--- config.mk ---
export PLATFORM = sky130hd
export DESIGN_NAME = adc_window_seq
export DESIGN_NICKNAME = d
export VERILOG_FILES = /design/src/rtl/adcw_pkg.sv /design/src/rtl/adcw_rowgen.sv /design/src/rtl/adcw_ctrl.sv /design/src/rtl/adcw_pinmask.sv /design/src/rtl/adc_window_seq.sv
export SDC_FILE = /design/constraint.sdc
export NUM_CORES = 1
export LEC_CHECK = 0
export BUFFER_PORTS_ARGS = -buffer_cell sky130_fd_sc_hd__buf_2
export CAP_MARGIN = 25
export CORE_ASPECT_RATIO = 0.5
export CORE_MARGIN = 2
export CORE_UTILIZATION = 31
export CTS_CLUSTER_DIAMETER = 200
export DETAILED_ROUTE_END_ITERATION = 8
export SYNTH_ARGS = -nofsm -noshare
export SYNTH_HDL_FRONTEND = slang
export SYNTH_HIERARCHICAL = 1
export SYNTH_SLANG_ARGS = --single-unit
--- constraint.sdc ---
create_clock -name clk -period 5.56 [get_ports clk]
set_clock_uncertainty 0.05 [all_clocks]
set_input_delay 0.278 -clock clk [delete_from_list [all_inputs] [get_ports clk]]
set_output_delay 0.278 -clock clk [all_outputs]
set_load 0.01 [all_outputs]
--- src/rtl/adcw_pkg.sv ---
package adcw_pkg;
  localparam int unsigned STEP_CNT = 11;
  localparam int unsigned HALF_LEN = 5;
  localparam int unsigned LO_CHK   = 6;
  localparam int unsigned STEP_W   = $clog2(STEP_CNT + 1);

  // per-position controls of one half of the script
  typedef struct packed {
    logic hold;
    logic prech_n;
    logic use_lim;
  } row_ctl_t;

  function automatic row_ctl_t half_row(input logic [2:0] pos);
    row_ctl_t r;
    case (pos)
      3'd2:    r = '{hold: 1'b0, prech_n: 1'b1, use_lim: 1'b0};
      3'd4:    r = '{hold: 1'b1, prech_n: 1'b1, use_lim: 1'b1};
      3'd5:    r = '{hold: 1'b1, prech_n: 1'b0, use_lim: 1'b1};
      default: r = '{hold: 1'b1, prech_n: 1'b1, use_lim: 1'b0};
    endcase
    return r;
  endfunction
endpackage

--- src/rtl/adcw_rowgen.sv ---
module adcw_rowgen
  import adcw_pkg::*;
#(
  parameter int unsigned DAC_W = 10
) (
  input  logic [STEP_W-1:0] step,
  input  logic [DAC_W-1:0]  lo,
  input  logic [DAC_W-1:0]  hi,
  output logic [DAC_W-1:0]  dac,
  output logic              hold,
  output logic              prech_n,
  output logic              extest
);
  localparam logic [DAC_W-1:0] MID = DAC_W'(1) << (DAC_W - 1);

  logic     second;
  logic [2:0] pos;
  row_ctl_t ctl;

  always_comb begin
    second  = step > STEP_W'(LO_CHK);
    pos     = second ? 3'(step - STEP_W'(HALF_LEN)) : 3'(step);
    ctl     = half_row(pos);
    dac     = ctl.use_lim ? (second ? hi : lo) : MID;
    hold    = ctl.hold;
    prech_n = ctl.prech_n;
    extest  = step != STEP_W'(1);
  end
endmodule

--- src/rtl/adcw_ctrl.sv ---
module adcw_ctrl
  import adcw_pkg::*;
(
  input  logic              clk,
  input  logic              rst,
  input  logic              start,
  input  logic              lim_bad,
  input  logic              scan_ready,
  input  logic              cmp_bit,
  output logic              busy,
  output logic              accept,
  output logic              ld,
  output logic              fin,
  output logic [STEP_W-1:0] step_nx,
  output logic              done,
  output logic              pass,
  output logic              fail,
  output logic              range_err
);
  logic [STEP_W-1:0] step_q;
  logic              lo_ok;
  logic              xfer, reject, last, at_lo;

  always_comb begin
    xfer    = busy && scan_ready;
    accept  = !busy && start && !lim_bad;
    reject  = !busy && start && lim_bad;
    last    = step_q == STEP_W'(STEP_CNT);
    at_lo   = step_q == STEP_W'(LO_CHK);
    ld      = accept || (xfer && !last);
    fin     = xfer && last;
    step_nx = accept ? STEP_W'(1) : step_q + STEP_W'(1);
  end

  always_ff @(posedge clk) begin
    if (rst) begin
      busy      <= 1'b0;
      step_q    <= '0;
      lo_ok     <= 1'b0;
      done      <= 1'b0;
      pass      <= 1'b0;
      fail      <= 1'b0;
      range_err <= 1'b0;
    end else begin
      done <= fin || reject;
      if (accept) begin
        busy      <= 1'b1;
        step_q    <= STEP_W'(1);
        lo_ok     <= 1'b0;
        pass      <= 1'b0;
        fail      <= 1'b0;
        range_err <= 1'b0;
      end else if (reject) begin
        range_err <= 1'b1;
        pass      <= 1'b0;
        fail      <= 1'b0;
      end
      if (xfer) begin
        if (at_lo) lo_ok <= !cmp_bit;
        if (last) begin
          busy   <= 1'b0;
          step_q <= '0;
          pass   <= lo_ok && cmp_bit;
          fail   <= !(lo_ok && cmp_bit);
        end else begin
          step_q <= step_q + STEP_W'(1);
        end
      end
    end
  end
endmodule

--- src/rtl/adcw_pinmask.sv ---
module adcw_pinmask #(
  parameter int unsigned NCH = 8
) (
  input  logic [NCH-1:0] mux,
  output logic [NCH-1:0] pin_dout,
  output logic [NCH-1:0] pin_dir,
  output logic [NCH-1:0] pin_pull
);
  for (genvar i = 0; i < NCH; i++) begin : g_pin
    assign pin_dout[i] = 1'b0;
    assign pin_dir[i]  = 1'b0;
    assign pin_pull[i] = ~mux[i];
  end
endmodule

--- src/rtl/adc_window_seq.sv ---
module adc_window_seq
  import adcw_pkg::*;
#(
  parameter int unsigned DAC_W = 10,
  parameter int unsigned NCH   = 8
) (
  input  logic             clk,
  input  logic             rst,
  input  logic             start,
  input  logic [NCH-1:0]   chan_sel,
  input  logic [DAC_W-1:0] lo_lim,
  input  logic [DAC_W-1:0] hi_lim,
  input  logic             scan_ready,
  input  logic             cmp_bit,
  output logic             vec_valid,
  output logic             vec_extest,
  output logic             vec_adcen,
  output logic [DAC_W-1:0] vec_dac,
  output logic [NCH-1:0]   vec_mux,
  output logic             vec_hold,
  output logic             vec_prech_n,
  output logic [NCH-1:0]   pin_dout,
  output logic [NCH-1:0]   pin_dir,
  output logic [NCH-1:0]   pin_pull,
  output logic             done,
  output logic             pass,
  output logic             fail,
  output logic             range_err
);
  localparam logic [DAC_W-1:0] MID = DAC_W'(1) << (DAC_W - 1);

  logic              accept, ld, fin;
  logic [STEP_W-1:0] step_nx;
  logic [DAC_W-1:0]  lo_q, hi_q;
  logic [NCH-1:0]    ch_q;
  logic [DAC_W-1:0]  row_dac;
  logic              row_hold, row_prech_n, row_extest;

  adcw_ctrl u_ctrl (
    .clk       (clk),
    .rst       (rst),
    .start     (start),
    .lim_bad   (lo_lim > hi_lim),
    .scan_ready(scan_ready),
    .cmp_bit   (cmp_bit),
    .busy      (vec_valid),
    .accept    (accept),
    .ld        (ld),
    .fin       (fin),
    .step_nx   (step_nx),
    .done      (done),
    .pass      (pass),
    .fail      (fail),
    .range_err (range_err)
  );

  // step 1 never uses a limit, so the captured limits are ready in time
  adcw_rowgen #(.DAC_W(DAC_W)) u_row (
    .step   (step_nx),
    .lo     (lo_q),
    .hi     (hi_q),
    .dac    (row_dac),
    .hold   (row_hold),
    .prech_n(row_prech_n),
    .extest (row_extest)
  );

  always_ff @(posedge clk) begin
    if (rst) begin
      lo_q <= '0;
      hi_q <= '0;
      ch_q <= '0;
    end else if (accept) begin
      lo_q <= lo_lim;
      hi_q <= hi_lim;
      ch_q <= chan_sel;
    end
  end

  always_ff @(posedge clk) begin
    if (rst) begin
      vec_extest  <= 1'b0;
      vec_adcen   <= 1'b0;
      vec_dac     <= MID;
      vec_mux     <= '0;
      vec_hold    <= 1'b1;
      vec_prech_n <= 1'b1;
    end else if (ld) begin
      vec_extest  <= row_extest;
      vec_adcen   <= 1'b1;
      vec_dac     <= row_dac;
      vec_mux     <= accept ? chan_sel : ch_q;
      vec_hold    <= row_hold;
      vec_prech_n <= row_prech_n;
    end else if (fin) begin
      vec_extest  <= 1'b0;
      vec_adcen   <= 1'b0;
      vec_dac     <= MID;
      vec_mux     <= '0;
      vec_hold    <= 1'b1;
      vec_prech_n <= 1'b1;
    end
  end

  adcw_pinmask #(.NCH(NCH)) u_pin (
    .mux     (vec_mux),
    .pin_dout(pin_dout),
    .pin_dir (pin_dir),
    .pin_pull(pin_pull)
  );
endmodule

# Word-level counts from Yosys, hierarchy flattened
# Cells that the tools add are included.
# classes
n_reduce_logical	17
n_bitwise	8
mul	0
shift	0
n_div	0
addsub	2
order_cmp	2
n_eq_ne	6
mux	33
# ops
cell	n
$mux W10	4
$mux W8	3
$mux W1	20
$mux W4	4
$gt A10 B10 Y1	1
$pmux W3 S3	1
$not A1 Y1	8
$logic_and A1 B1 Y1	7
$eq A3 B3 Y1 const B	2
$logic_not A1 Y1	5
$add A4 B1 Y4 const B	1
$eq A4 B3 Y1 const B	1
$eq A4 B4 Y1 const B	1
$gt A4 B3 Y1 const B	1
$ne A4 B1 Y1 const B	1
$reduce_bool A2 Y1	2
$eq A3 B2 Y1 const B	1
$mux W3	1
$sub A3 B3 Y3 const B	1
$logic_or A1 B1 Y1	2
$reduce_or A2 Y1	1
# word_totals
mem_bits_rw	0
latchBits	0
output_inout_bits	51
romBits	0
n_memories	0
reg_bits	60

# Longest topological paths before layout
# Gate-level depths: netlist of the first run.
# depth
depth_word	10
ltp_mapped	18

# By module
# Netlist of the first run, hierarchy kept.
# modules_own_cells
mod	n_inst	cells_each	seq_area_each_um2	area_per_inst_um2
adc_window_seq	1	178	1001.0	1936.9
adcw_ctrl	1	65	200.2	555.5
adcw_rowgen	1	56	0.0	330.3
adcw_pinmask	1	25	0.0	153.9

# Worst setup path after synthesis of the first run
# OpenSTA, ideal clock, no wires.
# synth_timing
path_type	input -> register
from	input hi_lim[7]
to	register vec_dac[9]
slack_ns	2.431
n_path_buf	2
stages	16
arrival_time_ns	2.962
required_ns	5.393
cell_sequence	inv_1 ha_1 a211oi_2 nor2_1 o41a_1 or3b_1 buf_6 nand2_1 inv_1 ha_1 nor2b_1 o2bb2ai_2 a21oi_2 buf_6 nand3b_1 o22a_1
# synth_via
elab_chain_len	10
# synth_lines
element	line_no	source
start: declaration	adc_window_seq.sv:12	input logic [DAC_W-1:0] hi_lim,
$gt A10 B10 Y1 (*)	adc_window_seq.sv:43	.lim_bad (lo_lim > hi_lim),
$logic_not A1 Y1 (*)	adcw_ctrl.sv:26	accept = !busy && start && !lim_bad;
$logic_and A1 B1 Y1 (*)	adcw_ctrl.sv:26	
$mux W4 (*)	adcw_ctrl.sv:32	step_nx = accept ? STEP_W'(1) : step_q + STEP_W'(1);
named net step_nx[0]	adc_window_seq.sv:33	logic [STEP_W-1:0] step_nx;
$gt A4 B3 Y1 or $sub A3 B3 Y3 (tied branches)	adcw_rowgen.sv:21, adcw_rowgen.sv:22	
$mux W3	adcw_rowgen.sv:22	pos = second ? 3'(step - STEP_W'(HALF_LEN)) : 3'(step);
$eq A3 B3 Y1 or $eq A3 B2 Y1 (tied branches)	adcw_pkg.sv:16	case (pos)
$pmux W3 S3	adcw_pkg.sv:16	
$mux W10 (*)	adcw_rowgen.sv:24	dac = ctl.use_lim ? (second ? hi : lo) : MID;
named net row_dac[9]	adc_window_seq.sv:36	logic [DAC_W-1:0] row_dac;
$mux W10 (*)	adc_window_seq.sv:88	end else if (ld) begin
end signal: assignment	adc_window_seq.sv:91	vec_dac <= row_dac;
end: declaration	adc_window_seq.sv:18	output logic [DAC_W-1:0] vec_dac,
# Mark *: on every way through the listed nets, which the timed path passes. The rest lies on a longest branch.
# A chain may end at the register's enable or synchronous reset.

# Worst setup path after layout of the first run
# layout_timing
from	input lo_lim[7]
to	register vec_dac[1]
# layout_via
elab_chain_len	10
# layout_lines
element	line_no	source
start: declaration	adc_window_seq.sv:11	input logic [DAC_W-1:0] lo_lim,
$gt A10 B10 Y1 (*)	adc_window_seq.sv:43	
$logic_not A1 Y1 (*)	adcw_ctrl.sv:26	
$logic_and A1 B1 Y1 (*)	adcw_ctrl.sv:26	
named net accept	adc_window_seq.sv:32	logic accept, ld, fin;
$mux W4 (*)	adcw_ctrl.sv:32	
named net step_nx[1]	adc_window_seq.sv:33	
$gt A4 B3 Y1 or $sub A3 B3 Y3 (tied branches)	adcw_rowgen.sv:21, adcw_rowgen.sv:22	
$mux W3	adcw_rowgen.sv:22	
$eq A3 B3 Y1 or $eq A3 B2 Y1 (tied branches)	adcw_pkg.sv:16	
$pmux W3 S3	adcw_pkg.sv:16	
$mux W10 (*)	adcw_rowgen.sv:24	
named net row_dac[1]	adc_window_seq.sv:36	
$mux W10 (*)	adc_window_seq.sv:88	
# Marks and branches as above.

==> key figures, run 1 <==
Drt
  • DR WL/cell: 12.7 um
  • Drt pass-1 iters: 4
  • Final wirelength: 6500 um
  • Residual DRC: 0
  • DRT iter0 DRCs: 115
  • DR vias/cell: 4.53
  • Via count: 2310
  • ANT nets after route: 0

Synth
  • Most common cell in the netlist: dfxtp_1
  • Asr flop ratio synth: 0%
  • Area leader, netlist: dfxtp_1
  • Synth top area share: 40.4%
  • Yosys Warn Count: 6
  • Yosys cell types: 47
  • Syn Inst Count: 324
  • Sequential area share after synthesis: 40.4%
  • Most used DFF post-synth: dfxtp_1
  • Most frequent cells after synthesis: dfxtp_1, nor2_1, mux2i_1, nand2_1, inv_1
  • Synth Register Bits: 60
  • Post-synth EDFFs: 0
  • Synth Cell Area: 2980 um^2
  • Synth area leaders: dfxtp_1, mux2i_1, ha_1, a22o_1, buf_4
  • Syn avg cell area: 9.19 um^2

Final layout
  • FILL cells: 968
  • Post-layout util: 38.2%
  • Antenna cells: 0
  • Layout cells sized above 1: 24.4%
  • Nets: 432
  • Area grow syn2layout: 20.6%

Global routing
  • Initial antenna violation count: 0
  • GRT overflow: 0
  • Largest net degree at the start of global routing: 44
  • Vias in the first global route: 2248
  • First-pass GRT wire length: 10500 um
  • GRT Util Overall: 12.9%

STA
  • Final Max Slew Viols: 0
  • Setup TNS: 0 ps
  • Min Hold Slack: 155 ps
  • Final hold viol count: 0
  • Final setup violation count: 0
  • Slew headroom: 43.3%
  • RSZ-0062 raised after global routing: no
  • Min cycle time layout: 3470 ps
  • Achievable Freq: 0.288 GHz
  • Transition time of the tightest slew-check pin: 851 ps
  • Tcrit/Tclk final: 62.4%

Min path
  • Hold Crit Class: in -> reg
  • HP Start: hi_lim[8]
  • Hold EP: hi_q[8]$_SDFFE_PP0P_
  • Hold depth: 3

Pwr
  • P_leak: 1.54 nW
  • Peak VDD IR: 0.121 mV
  • P per Cell Area: 331 nW/um^2

Clocking
  • CTS max path bufs: 2
  • CTS clock-pin slew for the worst setup and hold paths: 50 ps
  • # resized after CTS: 0
  • Clock Sinks: 60
  • TritonCTS buffer count: 9
  • Postcts setup bufs: 0
  • Hold buffer count at cts: 0
  • Clk root buf: clkbuf_16
  • H-tree Lvls: 3
  • Worst-Skew Late Latency: 330 ps
  • TritonCTS clock tree: done

Setup path
  • Startpoint Class: primary input
  • Crit. End Element: flip-flop
  • R2R cell count: 9
  • Worst endpoint required time: 5730 ps
  • Reg-to-reg slack, setup: 2690 ps
  • Worst r2r dst: vec_dac[1]$_SDFFE_PP0P_
  • Worst EP arrival: 3640 ps
  • Worst r2r src: u_ctrl/busy$_SDFF_PP0_
  • Crit-path max FO: 33
  • WS Path Type: in -> reg

Flow run
  • Max_cap viols: 0

Place
  • Dpl hpwl: 4580 um
  • Port Buffer Count: 67
  • RD Place Congestion: 0.763

Floorplanning
  • Placement Rows: 25
  • I/O pin count: 84
  • Starting Density: 31.7%
  • Full die area: 10400 um^2
  • Die Wd: 143 um
  • Die height: 73.3 um
  • Core Area: 9380 um^2

Outcome
  • Outcome: completed
## layout by cell type, fill, tap and decap left out, types with 2 or more instances in the layout
cell type / netlist / layout
dfxtp_1: 60 / 60
inv_1: 24 / 24
nand4_1: 2 / 2
nand2b_1: 3 / 3
nand3_1: 6 / 6
nand2_1: 28 / 28
a31oi_1: 2 / 2
or3_1: 4 / 4
o22a_1: 3 / 3
o211ai_1: 3 / 3
nor3_1: 2 / 2
nor2_1: 38 / 38
clkbuf_16: 0 / 9
ha_1: 15 / 15
conb_1: 1 / 16
clkbuf_8: 0 / 2
or4_1: 2 / 2
a22o_1: 18 / 18
a21oi_1: 20 / 20
nand3b_1: 3 / 3
xnor2_1: 3 / 3
buf_2: 6 / 67
nor2b_1: 2 / 2
mux2i_1: 28 / 28
clkinvlp_4: 0 / 4
## metrics by stage
stage	cells	total power, W	instance area [um^2]	setup WS (ps)
2_1_floorplan	339	0.000595	3030	2430
3_3_place_gp	494	0.000626	3280	1780
3_5_place_dp	494	0.000627	3280	1720
4_1_cts	510	0.00120	3590	2050
5_1_grt	510	0.00124	3590	1850
6_report	510	0.00119	3590	2090
## layer usage
metal | wire length (um) | track usage [%] | up-vias
met4 | 31 | 3.96 | 0
met1 | 3110 | 15.7 | 1056
met5 | 0 | 0 | -
met2 | 3080 | 22.1 | 45
met3 | 283 | 4.43 | 2
li1 | - | - | 1207
## worst max-delay path, stage by stage
cell	delay, ps
buf_2	110
ha_1	320
a211oi_2	180
nor2_1	60
o41a_1	440
or3b_1	510
clkinv_4	340
nor2_1	170
inv_1	130
ha_1	200
nor2_1	70
o2bb2ai_2	140
a21oi_2	390
a21oi_1	80
a22o_1	220
## sequential cells by signal, indices dropped and copies added (netlist names)
signal	cells
vec_prech_n	1
vec_extest	1
ch_q	8
u_ctrl/fail	1
u_ctrl/pass	1
vec_mux	8
hi_q	10
vec_adcen	1
u_ctrl/step_q	4
vec_dac	10
u_ctrl/lo_ok	1
u_ctrl/done	1
u_ctrl/busy	1
vec_hold	1
lo_q	10
u_ctrl/range_err	1
## area by class of cell
class	instances	area, um^2	area share [%]
repair buffers	68	343	9.55
clock inverters	5	60.1	1.67
inverters	26	103	2.86
well taps	121	151	4.22
clock buffers	11	253	7.04
flip-flops and latches	60	1200	33.5
multi-input cells	219	1480	41.2
## power by group
group | switching (W) | leakage (nW) | internal, W | total, W
Combinational | 0.0000884 | 0.909 | 0.0000614 | 0.000150
Clock | 0.000199 | 0.140 | 0.000371 | 0.000569
Sequential | 0.0000139 | 0.489 | 0.000453 | 0.000467
## worst max path at each step
stage	endpoint	startpoint	slack [ps]	depth (start not counted)
6_report	vec_dac[1]$_SDFFE_PP0P_	lo_lim[7]	2090	15
5_1_grt	vec_dac[4]$_SDFFE_PP0P_	hi_lim[7]	1850	16
4_1_cts	vec_dac[1]$_SDFFE_PP0P_	hi_lim[7]	2050	16
2_1_floorplan	vec_dac[9]$_SDFFE_PP1P_	hi_lim[7]	2430	16
3_5_place_dp	vec_dac[8]$_SDFFE_PP0P_	hi_lim[7]	1720	16
3_3_place_gp	vec_dac[4]$_SDFFE_PP0P_	lo_lim[7]	1780	15
## kinds of logic after synthesis
kind of cell / Yosys count / synth area share (%)
buf+inv: 60 / 11.9
xor+xnor: 4 / 1.18
compound gates: 58 / 15.1
simple gates: 98 / 15.6
other cells: 1 / 0.126
mux: 28 / 9.42
fa+ha+maj: 15 / 6.31
flops: 60 / 40.4
Power figures use the tool's default switching activity.
==> inputs of run 2 (changes only) <==
--- a/config.mk
+++ b/config.mk
@@ -5,6 +5,7 @@
 export SDC_FILE = /design/constraint.sdc
 export NUM_CORES = 1
 export LEC_CHECK = 0
+export ABC_AREA = 1
 export BUFFER_PORTS_ARGS = -buffer_cell sky130_fd_sc_hd__buf_2
 export CAP_MARGIN = 25
 export CORE_ASPECT_RATIO = 0.5
==> constraint.sdc (replaced) <==
create_clock -name clk -period 3.4 [get_ports clk]
set_clock_uncertainty 0.05 [all_clocks]
set_input_delay 0.17 -clock clk [delete_from_list [all_inputs] [get_ports clk]]
set_output_delay 0.17 -clock clk [all_outputs]
set_load 0.01 [all_outputs]
==> key figures, run 2 <==
Outcome
  • Outcome: completed

Setup path
  • Slowest stage delay, CP: 300 ps
  • Worst EP arrival: 3100 ps
  • Startpoint Class: primary input
  • Crit. End Element: flip-flop
  • Worst path most repeated cell: nor2_1
  • Slowest CP cell: nor2_1
  • Crit-path leading delay family: simple AND/OR/NAND/NOR gates
  • Critical path buffers and inverters: 5
  • Critical-path cell list: buf_2, inv_1, ha_1, nand2_1, nor2_1, inv_1, a21oi_1, nor2_1, nor2_1, inv_1, nand2_2, inv_2, nor2_1, nand3_2, nand2_4, nand2_1, nand2_2, nand2_4, nor2_1, nand2_1, a21oi_1
  • Crit-path max FO: 15
  • WS Path Type: in -> reg
  • Worst endpoint required time: 3600 ps
  • Reg-to-reg slack, setup: 920 ps

Final layout
  • Antenna cells: 0
  • Largest registers: hi_q x10, lo_q x10, vec_dac x10
  • Layout cells sized above 1: 25.9%
  • Nets: 557
  • Area grow syn2layout: 19.8%
  • Fin area: 3870 um^2
  • Most common cell after layout, fill and taps aside: nand2_1
  • Highest-count cells in the layout ignoring fill and taps: nand2_1, buf_2, inv_1, dfxtp_1, nor2_1

Clocking
  • H-tree Lvls: 3
  • Clock Sinks: 60
  • CTS max path bufs: 2
  • TritonCTS buffer count: 9
  • # resized after CTS: 0
  • Hold buffer count at cts: 0
  • Worst-Skew Late Latency: 320 ps
  • Clk root buf: clkbuf_16
  • TritonCTS clock tree: done
  • Postcts setup bufs: 0
  • CTS clock-pin slew for the worst setup and hold paths: 50 ps

STA
  • Min cycle time layout: 2900 ps
  • Final Max Slew Viols: 0
  • Final setup violation count: 0
  • Setup TNS: 0 ps
  • Min Hold Slack: 38.5 ps
  • Final hold viol count: 0
  • Setup ws final: 500 ps
  • Tcrit/Tclk final: 85.3%
  • Achievable Freq: 0.345 GHz
  • RSZ-0062 raised after global routing: no

Synth
  • Yosys cell types: 31
  • Synth Register Bits: 60
  • Syn avg cell area: 7.26 um^2
  • Area leader, netlist: dfxtp_1
  • Most frequent cells after synthesis: nand2_1, dfxtp_1, inv_1, nor2_1, a21oi_1
  • Asr flop ratio synth: 0%
  • Most common cell in the netlist: nand2_1
  • Post-synth EDFFs: 0
  • Yosys Warn Count: 6
  • Synth Cell Area: 3230 um^2
  • Synth area leaders: dfxtp_1, nand2_1, inv_1, nor2_1, ha_1
  • Most used DFF post-synth: dfxtp_1
  • Sequential area share after synthesis: 37.2%
  • Syn Inst Count: 445
  • Synth top area share: 37.2%

Global routing
  • Largest net degree at the start of global routing: 38
  • Initial antenna violation count: 0
  • GRT overflow: 0
  • GRT Util Overall: 14.2%
  • First-pass GRT wire length: 12900 um
  • Vias in the first global route: 2710

Drt
  • Residual DRC: 0
  • Drt pass-1 iters: 4
  • Final wirelength: 7530 um
  • DR vias/cell: 4.38
  • Via count: 2862
  • DR WL/cell: 11.5 um
  • DRT iter0 DRCs: 178
  • ANT nets after route: 0

Flow run
  • Max_cap viols: 0

Floorplanning
  • I/O pin count: 84
  • Core Area: 10200 um^2
  • Full die area: 11300 um^2
  • Die Wd: 148 um
  • Placement Rows: 26
  • Die height: 76.2 um
  • Starting Density: 31.7%

Pwr
  • Seq pwr share: 39.6%
  • Clock network power share: 44.8%
  • Switch Pwr: 0.000563 W
  • P per Cell Area: 514 nW/um^2
  • P_leak: 1.84 nW
  • Switch share: 28.3%
  • Comb pwr share: 15.5%
  • Internal: 0.00142 W
  • Peak VDD IR: 0.201 mV

Place
  • Port Buffer Count: 67
  • Post-Place Setup Slack: 177 ps
  • Dpl hpwl: 5470 um
  • Post-place instance area: 3580 um^2
  • RD Place Congestion: 0.913

Min path
  • Hold Crit Class: in -> reg
run 2: changes by cell type after synthesis, moves of 4 or more:
| cell | delta |
|---|---|
| nand2_2 | +6 |
| nor2_4 | +7 |
| nand2_1 | +71 |
| a22o_1 | -18 |
| or3_1 | -4 |
| nand3_1 | +23 |
| a21oi_1 | +11 |
| inv_1 | +36 |
| o21ai_0 | +8 |
| mux2i_1 | -28 |
| nor2_1 | +13 |
| o21ai_2 | +18 |
run 2: worst register-to-register path, delay by kind of cell, from the launching register on:
family / cells / cell delay, ps
and+or+nand+nor: 8 / 1020
DFF: 1 / 420
adders and majority gates: 2 / 480
AOI/OAI and AO/OA: 1 / 150
buffers and inverters: 4 / 300
run 2: cell families after synthesis:
family                     after synthesis  share of synthesized area, %
and+or+nand+nor                        202                          28.0
buffers and inverters                   98                          15.5
AOI/OAI and AO/OA                       68                          13.2
DFF                                     60                          37.2
adders and majority gates               15                          5.81
xor gates and xnor gates                 1                         0.271
other                                    1                         0.116
run 2: layer usage:
layer / global-route usage, % / share of wire [%] / up-vias
li1: - / - / 1487
met1: 18.3 / 49 / 1298
met2: 22.5 / 44 / 73
met3: 4.67 / 6.0 / 4
met4: 4.29 / 0.78 / 0
met5: 0 / 0 / -
run 2: layout make-up:
cell class / count / area, um^2
Fill cell: 1095 / 6310
Multi-Input combinational cell: 302 / 1590
Sequential cell: 60 / 1200
Timing Repair Buffer: 71 / 365
Inverter: 65 / 249
Clock buffer: 9 / 225
Tap cell: 140 / 175
Clock inverter: 7 / 67.6
run 2: worst paths after layout:
check	startpoint	cells past startpoint	end
worst max-delay path	hi_lim[9]	21	vec_dac[5]$_SDFFE_PP0P_
worst min-delay path	lo_lim[5]	3	lo_q[5]$_SDFFE_PP0P_
worst max register to register	u_ctrl/step_q[0]$_SDFFE_PP0P_	15	vec_dac[5]$_SDFFE_PP0P_
worst min register to register	vec_extest$_SDFFE_PP0P_	2	vec_extest$_SDFFE_PP0P_
run 2: power groups by stage:
stage                     registers, W  logic (W)  clock network, W
after global placement        0.000802   0.000306                 0
final                         0.000788   0.000309          0.000891
after global routing          0.000794   0.000351          0.000952
after floorplan               0.000800   0.000239                 0
after detailed placement      0.000802   0.000310                 0
after CTS                     0.000788   0.000312          0.000920
run 2: metrics by stage:
stage | total power (W) | cells | utilization [%]
after floorplan | 0.00104 | 460 | -
after detailed placement | 0.00111 | 638 | 35.1
after global placement | 0.00111 | 638 | 35.1
final | 0.00199 | 654 | 38.0
after global routing | 0.00210 | 654 | 38.0
after CTS | 0.00202 | 654 | 38.0
